===== config.mk =====
export PLATFORM = sky130hd
export DESIGN_NAME = pfq_prefetch_queue
export DESIGN_NICKNAME = d
export VERILOG_FILES = /design/src/rtl/pfq_pkg.sv /design/src/rtl/pfq_fetch_fsm.sv /design/src/rtl/pfq_byte_store.sv /design/src/rtl/pfq_prefetch_queue.sv
export SDC_FILE = /design/constraint.sdc
export NUM_CORES = 1
export LEC_CHECK = 0
export CAP_MARGIN = 10
export CORE_MARGIN = 2
export CORE_UTILIZATION = 55
export CTS_CLUSTER_SIZE = 12
export DETAILED_ROUTE_END_ITERATION = 8
export GPL_TIMING_DRIVEN = 0
export HOLD_SLACK_MARGIN = 0.1
export PLACE_DENSITY = 0.86
export SLEW_MARGIN = 20
export SYNTH_ARGS = -nofsm -noshare
export SYNTH_HDL_FRONTEND = slang
export SYNTH_SLANG_ARGS = --single-unit
export TNS_END_PERCENT = 1

===== constraint.sdc =====
create_clock -name clk -period 8.5 [get_ports clk]
set_input_delay 1.7 -clock clk [delete_from_list [all_inputs] [get_ports clk]]
set_output_delay 1.7 -clock clk [all_outputs]
set_load 0.005 [all_outputs]

===== src/rtl/pfq_pkg.sv =====
package pfq_pkg;
    typedef enum logic [1:0] {
        FS_ISSUE = 2'd0,
        FS_WAIT  = 2'd1,
        FS_DROP  = 2'd2
    } fetch_state_t;
endpackage


===== src/rtl/pfq_fetch_fsm.sv =====
module pfq_fetch_fsm
    import pfq_pkg::*;
#(
    parameter int AW = 16,
    parameter int QDEPTH = 6,
    parameter logic [AW-1:0] RESET_ADDR = '0,
    localparam int CW = $clog2(QDEPTH + 1)
) (
    input  logic          clk,
    input  logic          rst_n,
    input  logic [CW-1:0] fill,
    input  logic          redir_valid,
    input  logic [AW-1:0] redir_addr,
    input  logic          req_ready,
    input  logic          rsp_valid,
    output logic          req_valid,
    output logic [AW-1:0] req_addr,
    output logic          req_wide,
    output logic          wr_en,
    output logic          wr_two
);
    fetch_state_t state_q, state_d;
    logic [AW-1:0] fetch_q;
    logic          wide_q;
    logic [CW:0]   room;
    logic [CW:0]   need;
    logic          accept;

    // state register
    always_ff @(posedge clk) begin
        if (!rst_n) state_q <= FS_ISSUE;
        else        state_q <= state_d;
    end

    // fetch address and size of the outstanding read
    always_ff @(posedge clk) begin
        if (!rst_n) begin
            fetch_q <= RESET_ADDR;
            wide_q  <= 1'b0;
        end else if (redir_valid) begin
            fetch_q <= redir_addr;
        end else if (accept) begin
            fetch_q <= fetch_q + AW'(need);
            wide_q  <= req_wide;
        end
    end

    // next state
    always_comb begin
        state_d = state_q;
        unique case (state_q)
            FS_ISSUE: if (accept) state_d = FS_WAIT;
            FS_WAIT: begin
                if (redir_valid)    state_d = rsp_valid ? FS_ISSUE : FS_DROP;
                else if (rsp_valid) state_d = FS_ISSUE;
            end
            FS_DROP:  if (rsp_valid) state_d = FS_ISSUE;
            default:  state_d = FS_ISSUE;
        endcase
    end

    // outputs
    always_comb begin
        room      = (CW+1)'(QDEPTH) - {1'b0, fill};
        need      = fetch_q[0] ? (CW+1)'(1) : (CW+1)'(2);
        req_addr  = fetch_q;
        req_wide  = ~fetch_q[0];
        req_valid = 1'b0;
        wr_en     = 1'b0;
        wr_two    = wide_q;
        unique case (state_q)
            FS_ISSUE: req_valid = !redir_valid && (room >= need);
            FS_WAIT:  wr_en     = rsp_valid && !redir_valid;
            FS_DROP:  wr_en     = 1'b0;
            default:  req_valid = 1'b0;
        endcase
        accept = req_valid && req_ready;
    end

    // a response is only legal while a read is outstanding
    assert_rsp_outstanding_R2: assert property (@(posedge clk) disable iff (!rst_n)
        rsp_valid |-> (state_q != FS_ISSUE));

    // a stalled request keeps its address unless a redirect cancels it
    assert_req_hold_R2: assert property (@(posedge clk) disable iff (!rst_n)
        (req_valid && !req_ready) |=> ((req_valid && $stable(req_addr)) || redir_valid));

    // nothing is written in the cycle after a stale read was marked
    assert_stale_dropped_R8: assert property (@(posedge clk) disable iff (!rst_n)
        (state_q == FS_DROP) |-> !wr_en);
endmodule


===== src/rtl/pfq_byte_store.sv =====
module pfq_byte_store #(
    parameter int QDEPTH = 6,
    localparam int CW = $clog2(QDEPTH + 1),
    localparam int DW = 8 * QDEPTH
) (
    input  logic          clk,
    input  logic          rst_n,
    input  logic          flush,
    input  logic [CW-1:0] take_cnt,
    input  logic          wr_en,
    input  logic          wr_two,
    input  logic [15:0]   wr_data,
    output logic [DW-1:0] bytes,
    output logic [CW-1:0] count,
    output logic          take_err
);
    logic [DW-1:0] data_q, data_d, shifted;
    logic [CW-1:0] count_q, count_d;
    logic [CW-1:0] take_eff, base, add_n;

    always_ff @(posedge clk) begin
        if (!rst_n) begin
            data_q  <= '0;
            count_q <= '0;
        end else begin
            data_q  <= data_d;
            count_q <= count_d;
        end
    end

    always_comb begin
        take_err = take_cnt > count_q;
        take_eff = take_err ? '0 : take_cnt;
        base     = count_q - take_eff;
        add_n    = wr_en ? (wr_two ? CW'(2) : CW'(1)) : '0;
        shifted  = data_q >> {take_eff, 3'b000};
        data_d   = shifted;
        for (int i = 0; i < QDEPTH; i++) begin
            if (wr_en && (CW'(i) == base))
                data_d[8*i +: 8] = wr_data[7:0];
            if (wr_en && wr_two && (CW'(i) == base + CW'(1)))
                data_d[8*i +: 8] = wr_data[15:8];
        end
        count_d = base + add_n;
        if (flush) begin
            data_d  = '0;
            count_d = '0;
        end
    end

    assign bytes = data_q;
    assign count = count_q;

    assert_no_overflow_R9: assert property (@(posedge clk) disable iff (!rst_n)
        wr_en |-> ((CW+1)'(base) + (CW+1)'(add_n) <= (CW+1)'(QDEPTH)));

    assert_count_bound_R4: assert property (@(posedge clk) disable iff (!rst_n)
        count_q <= CW'(QDEPTH));

    assert_flush_empty_R7: assert property (@(posedge clk) disable iff (!rst_n)
        flush |=> (count_q == '0) && (data_q == '0));

    assert_take_shrinks_R5: assert property (@(posedge clk) disable iff (!rst_n)
        (!flush && !wr_en && (take_cnt <= count_q)) |=>
            (count_q == $past(count_q) - $past(take_cnt)));

    assert_bad_take_kept_R6: assert property (@(posedge clk) disable iff (!rst_n)
        (!flush && !wr_en && (take_cnt > count_q)) |=> $stable(count_q));
endmodule


===== src/rtl/pfq_prefetch_queue.sv =====
module pfq_prefetch_queue #(
    parameter int AW = 16,
    parameter int QDEPTH = 6,
    parameter logic [AW-1:0] RESET_ADDR = 16'h1FFE,
    localparam int CW = $clog2(QDEPTH + 1)
) (
    input  logic                clk,
    input  logic                rst_n,
    output logic                mem_req_valid,
    input  logic                mem_req_ready,
    output logic [AW-1:0]       mem_req_addr,
    output logic                mem_req_wide,
    input  logic                mem_rsp_valid,
    input  logic [15:0]         mem_rsp_data,
    output logic [8*QDEPTH-1:0] head_bytes,
    output logic [CW-1:0]       head_count,
    input  logic [CW-1:0]       take_cnt,
    output logic                take_err,
    input  logic                redir_valid,
    input  logic [AW-1:0]       redir_addr
);
    logic          wr_en;
    logic          wr_two;
    logic [CW-1:0] fill;

    pfq_fetch_fsm #(
        .AW(AW), .QDEPTH(QDEPTH), .RESET_ADDR(RESET_ADDR)
    ) u_fetch (
        .clk(clk), .rst_n(rst_n), .fill(fill),
        .redir_valid(redir_valid), .redir_addr(redir_addr),
        .req_ready(mem_req_ready), .rsp_valid(mem_rsp_valid),
        .req_valid(mem_req_valid), .req_addr(mem_req_addr),
        .req_wide(mem_req_wide), .wr_en(wr_en), .wr_two(wr_two)
    );

    pfq_byte_store #(.QDEPTH(QDEPTH)) u_store (
        .clk(clk), .rst_n(rst_n), .flush(redir_valid),
        .take_cnt(take_cnt), .wr_en(wr_en), .wr_two(wr_two),
        .wr_data(mem_rsp_data), .bytes(head_bytes),
        .count(fill), .take_err(take_err)
    );

    assign head_count = fill;

    // odd fetch addresses are read one byte wide
    assert_odd_narrow_R2: assert property (@(posedge clk) disable iff (!rst_n)
        (mem_req_valid && mem_req_addr[0]) |-> !mem_req_wide);
endmodule


==> flow_summary_export.csv <==
group,metric,value,unit
detailed_routing,first_pass_iters,7,
detailed_routing,vias,5729,
logic_synthesis,synthCells,610,
clocking,cts_root_buffer,"clkbuf_8",
detailed_routing,drt_iter0_markers,633,
logic_synthesis,muxShareOfSynthArea,10.7,%
grt,grt_pass1_vias,5494,
clocking,cts_num_sinks,70,
flow_run,max_cap_violations,0,
detailed_routing,drt-total-wl,18100,um
grt,grt_max_degree,15,
sta,finalClockSkew,0.00953,ns
sta,max_slew_margin,31.9,%
sta,fin_tns_setup,0,ns
detailed_routing,wl_met1,6840,um
logic_synthesis,synth-async-reset-ratio,0,%
logic_synthesis,synth_edf_count,0,
grt,track_usage,36.9,%
critical_path,slowest_stage,"xnor2_1",
finish,multi_input_area,0.00320,mm2
floorplanning,core,0.00864,mm2
critical_path,cp-start-kind,"input port",
clocking,htreeDepth,3,
detailed_routing,ant_nets,0,
power,peakVddDrop,0.137,mV
logic_synthesis,synth_top_family_by_area,"compound AO/OA/AOI/OAI gates",
detailed_routing,routed_via_density,6.80,
logic_synthesis,synth_ff_type,"dfxtp_1",
critical_path,path_cells,"clkdlybuf4s50_1 > clkinv_1 > clkbuf_1 > ha_1 > and3_1 > nor2_1 > a21oi_2 > clkinv_1 > fa_1 > xnor2_1 > o211ai_4 > and2_1 > inv_1 > ha_1 > nand4_1 > clkbuf_1 > o21ai_0 > nor2_1 > a2bb2oi_1 > o32ai_1",
sta,rsz0062_at_grt,"no",
logic_synthesis,synth-seq-cells,70,
min_path,worstHoldPathType,"register to register",
logic_synthesis,yosys.area.top_type_share,28.9,%
grt,grt_antenna_before_repair,0,
critical_path,worst-endpoint-arrival,8.05,ns
finish,fin_nets,783,
clocking,tritoncts,"built",
placement,gp_congestion,1.04,
finish,fin_cells,843,
finish,drive_above_1_share,7.35,%
clocking,ctsResizeCount,0,
clocking,clk_latency,0.35,ns
logic_synthesis,synth_xor_area_share,0.902,%
detailed_routing,drc_errors,0,
finish,ff_latch_area,0.00140,mm2
detailed_routing,dr_wl_met3,2220,um
critical_path,critPathMaxStageDelay,0.58,ns
critical_path,ff2ff_setup_slack,2.59,ns
power,p_leak,0.00226,uW
logic_synthesis,synthAdderAreaFrac,3.66,%
logic_synthesis,synth_area_leaders,"dfxtp_1 29%, mux2i_1 7.0%, a21oi_1 6.7%, o21ai_0 6.2%, nor2_1 4.5%",
sta,period_minus_slack,7.83,ns
clocking,holdBufCountCts,0,
sta,worstMarginPinSlew,0.994,ns
grt,overflow,0,
clocking,cts_setup_buffers,0,
logic_synthesis,yosysTopAreaCell,"dfxtp_1",
finish,final.fill_count,682,
sta,finalHoldViolCount,0,
placement,port_buffers,109,
sta,period_share,92.1,%
detailed_routing,dr_wl_met2,8370,um
logic_synthesis,synth.avg_cell_area,7.96,um2
floorplanning,initial_core_util,56.2,%
critical_path,cp_data_required_time,8.72,ns
critical_path,crit_fanout,10,
power,power_density,158,mW/mm2
logic_synthesis,synth_compound_area_share,34.8,%
critical_path,startpoint,"take_cnt[0]",
sta,whs,0.465,ns
logic_synthesis,synth_nets,663,
detailed_routing,routedWlPerCell,21.4,um
logic_synthesis,seq_area_frac_synth,28.9,%
clocking,path_clk_slew,0.09,ns
critical_path,end_kind,"register",
critical_path,r2r-start,"u_store.count[1]$_SDFF_PP0_",
logic_synthesis,synth_area,0.00485,mm2
clocking,clock_path_buffers,2,
finish,syn_to_final_growth,29.6,%
clocking,cts_buffers,9,
placement,placedCellCount,827,
logic_synthesis,synth.distinct_cells,66,
floorplanning,num_io_pins,110,
logic_synthesis,ys_warn_count,0,
floorplanning,core.rowCount,34,
floorplanning,die_y,98.0,um
critical_path,crit_type,"input port to register",
logic_synthesis,synthSimpleGateAreaFrac,15.9,%
detailed_routing,dr.max_layer_used,"met4",
sta,slew_violations,0,
sta,setup_viol,0,
outcome,status,"finished clean",
floorplanning,die_area,0.00959,mm2
grt,grt_pass1_wl,28500,um
sta,max_freq,128,MHz
min_path,min_from,"u_store.bytes[6]$_SDFFE_PP0P_",
finish,antennaDiodeCount,0,
placement,hpwl,13800,um
floorplanning,dieWidth,98.0,um
## power by group
part / leakage, uW / switching (uW) / internal (uW) / total, uW
logic: 0.00160 / 195 / 144 / 339
clock network: 0.0000944 / 151 / 140 / 291
registers: 0.000570 / 19.5 / 342 / 362
## through the flow
step | util [%] | total power, uW | area [um2] | worst slack, ns
floorplan | - | 575 | 4850 | 2.35
global placement | 70.4 | 687 | 6080 | 0.612
detailed placement | 70.4 | 697 | 6080 | 0.520
CTS | 72.8 | 981 | 6290 | 0.886
global route | 72.8 | 1030 | 6290 | 0.369
finish | 72.8 | 991 | 6290 | 0.668
## cells in the mapped netlist (4+ instances only)
library cell / count
nor2b_1: 5
mux2_2: 16
dfxtp_1: 70
mux2i_1: 34
a221oi_1: 8
a211oi_1: 10
buf_2: 5
o32ai_1: 8
and2_1: 4
a21oi_1: 65
ha_1: 11
o22ai_1: 9
o311ai_0: 4
a31oi_1: 13
nand2_1: 32
a21o_1: 10
o211ai_1: 11
o22a_1: 8
xnor2_1: 4
nand4_1: 9
and3_1: 5
nor2_1: 58
o21ai_0: 60
nor3_1: 12
or3_1: 7
a2bb2oi_1: 16
a221o_1: 8
inv_1: 25
clkbuf_1: 23
nand3_1: 10
## routing by layer
| layer | GRT usage (%) | vias to the layer above |
|---|---|---|
| met1 | 46.8 | 2644 |
| met4 | 17.0 | 0 |
| met5 | 0 | - |
| met2 | 61.0 | 457 |
| met3 | 6.87 | 60 |
| li1 | - | 2568 |
## placed cells by master (no fill, tap or decap), types with 7 or more instances in the layout
cell type / netlist / layout
a2bb2oi_1: 16 / 16
a221o_1: 8 / 8
nand3_1: 10 / 10
ha_1: 11 / 11
nand4_1: 9 / 9
dfxtp_1: 70 / 70
mux2i_1: 34 / 34
nor3_1: 12 / 11
inv_1: 25 / 25
mux2_2: 16 / 16
clkdlybuf4s50_1: 0 / 109
a211oi_1: 10 / 10
a31oi_1: 13 / 13
o22ai_1: 9 / 9
a221oi_1: 8 / 8
o21ai_0: 60 / 60
or3_1: 7 / 7
clkbuf_8: 0 / 9
o32ai_1: 8 / 8
o211ai_1: 11 / 11
nand2_1: 32 / 32
a21oi_1: 65 / 65
a21o_1: 10 / 10
o22a_1: 8 / 8
clkbuf_1: 23 / 23
nor2_1: 58 / 58
## worst max-delay path, delay by kind of cell
kind | cells | cell delay (ns)
buf+inv | 6 | 2.22
fa+ha+maj | 3 | 1.22
compound gates | 5 | 1.21
simple gates | 5 | 1.12
xor+xnor | 1 | 0.58
## final cells by class
| cell class | count | share of cell area, % |
|---|---|---|
| plain buffers | 34 | 2.37 |
| clock inverters | 7 | 1.29 |
| clock buffers | 9 | 1.97 |
| multi-input cells | 478 | 50.9 |
| flip-flops and latches | 70 | 22.3 |
| well taps | 108 | 2.15 |
| repair buffers | 109 | 17.3 |
| inverters | 28 | 1.67 |
## final timing paths
kind              cells past startpoint                       endpoint
setup / recovery                     20  u_store.bytes[7]$_SDFFE_PP0P_
hold / removal                        2  u_store.bytes[6]$_SDFFE_PP0P_
setup reg to reg                     17  u_store.bytes[7]$_SDFFE_PP0P_
hold reg to reg                       2  u_store.bytes[6]$_SDFFE_PP0P_
## flip-flops by register name, indices dropped and copies added (netlist names)
register / count
u_fetch.wr_two: 1
u_fetch.state_q: 2
u_store.count: 3
u_store.bytes: 48
u_fetch.req_addr: 16
## cells by family (layout without fill, tap and decap cells)
kind of cell | count (synthesis) | count (layout)
xor gates and xnor gates | 5 | 5
adders and majority gates | 13 | 13
and+or+nand+nor | 158 | 158
muxes | 50 | 50
buffers and inverters | 62 | 187
AOI/OAI and AO/OA | 252 | 252
DFF | 70 | 70
No activity file was read; power rests on OpenSTA's default activity.
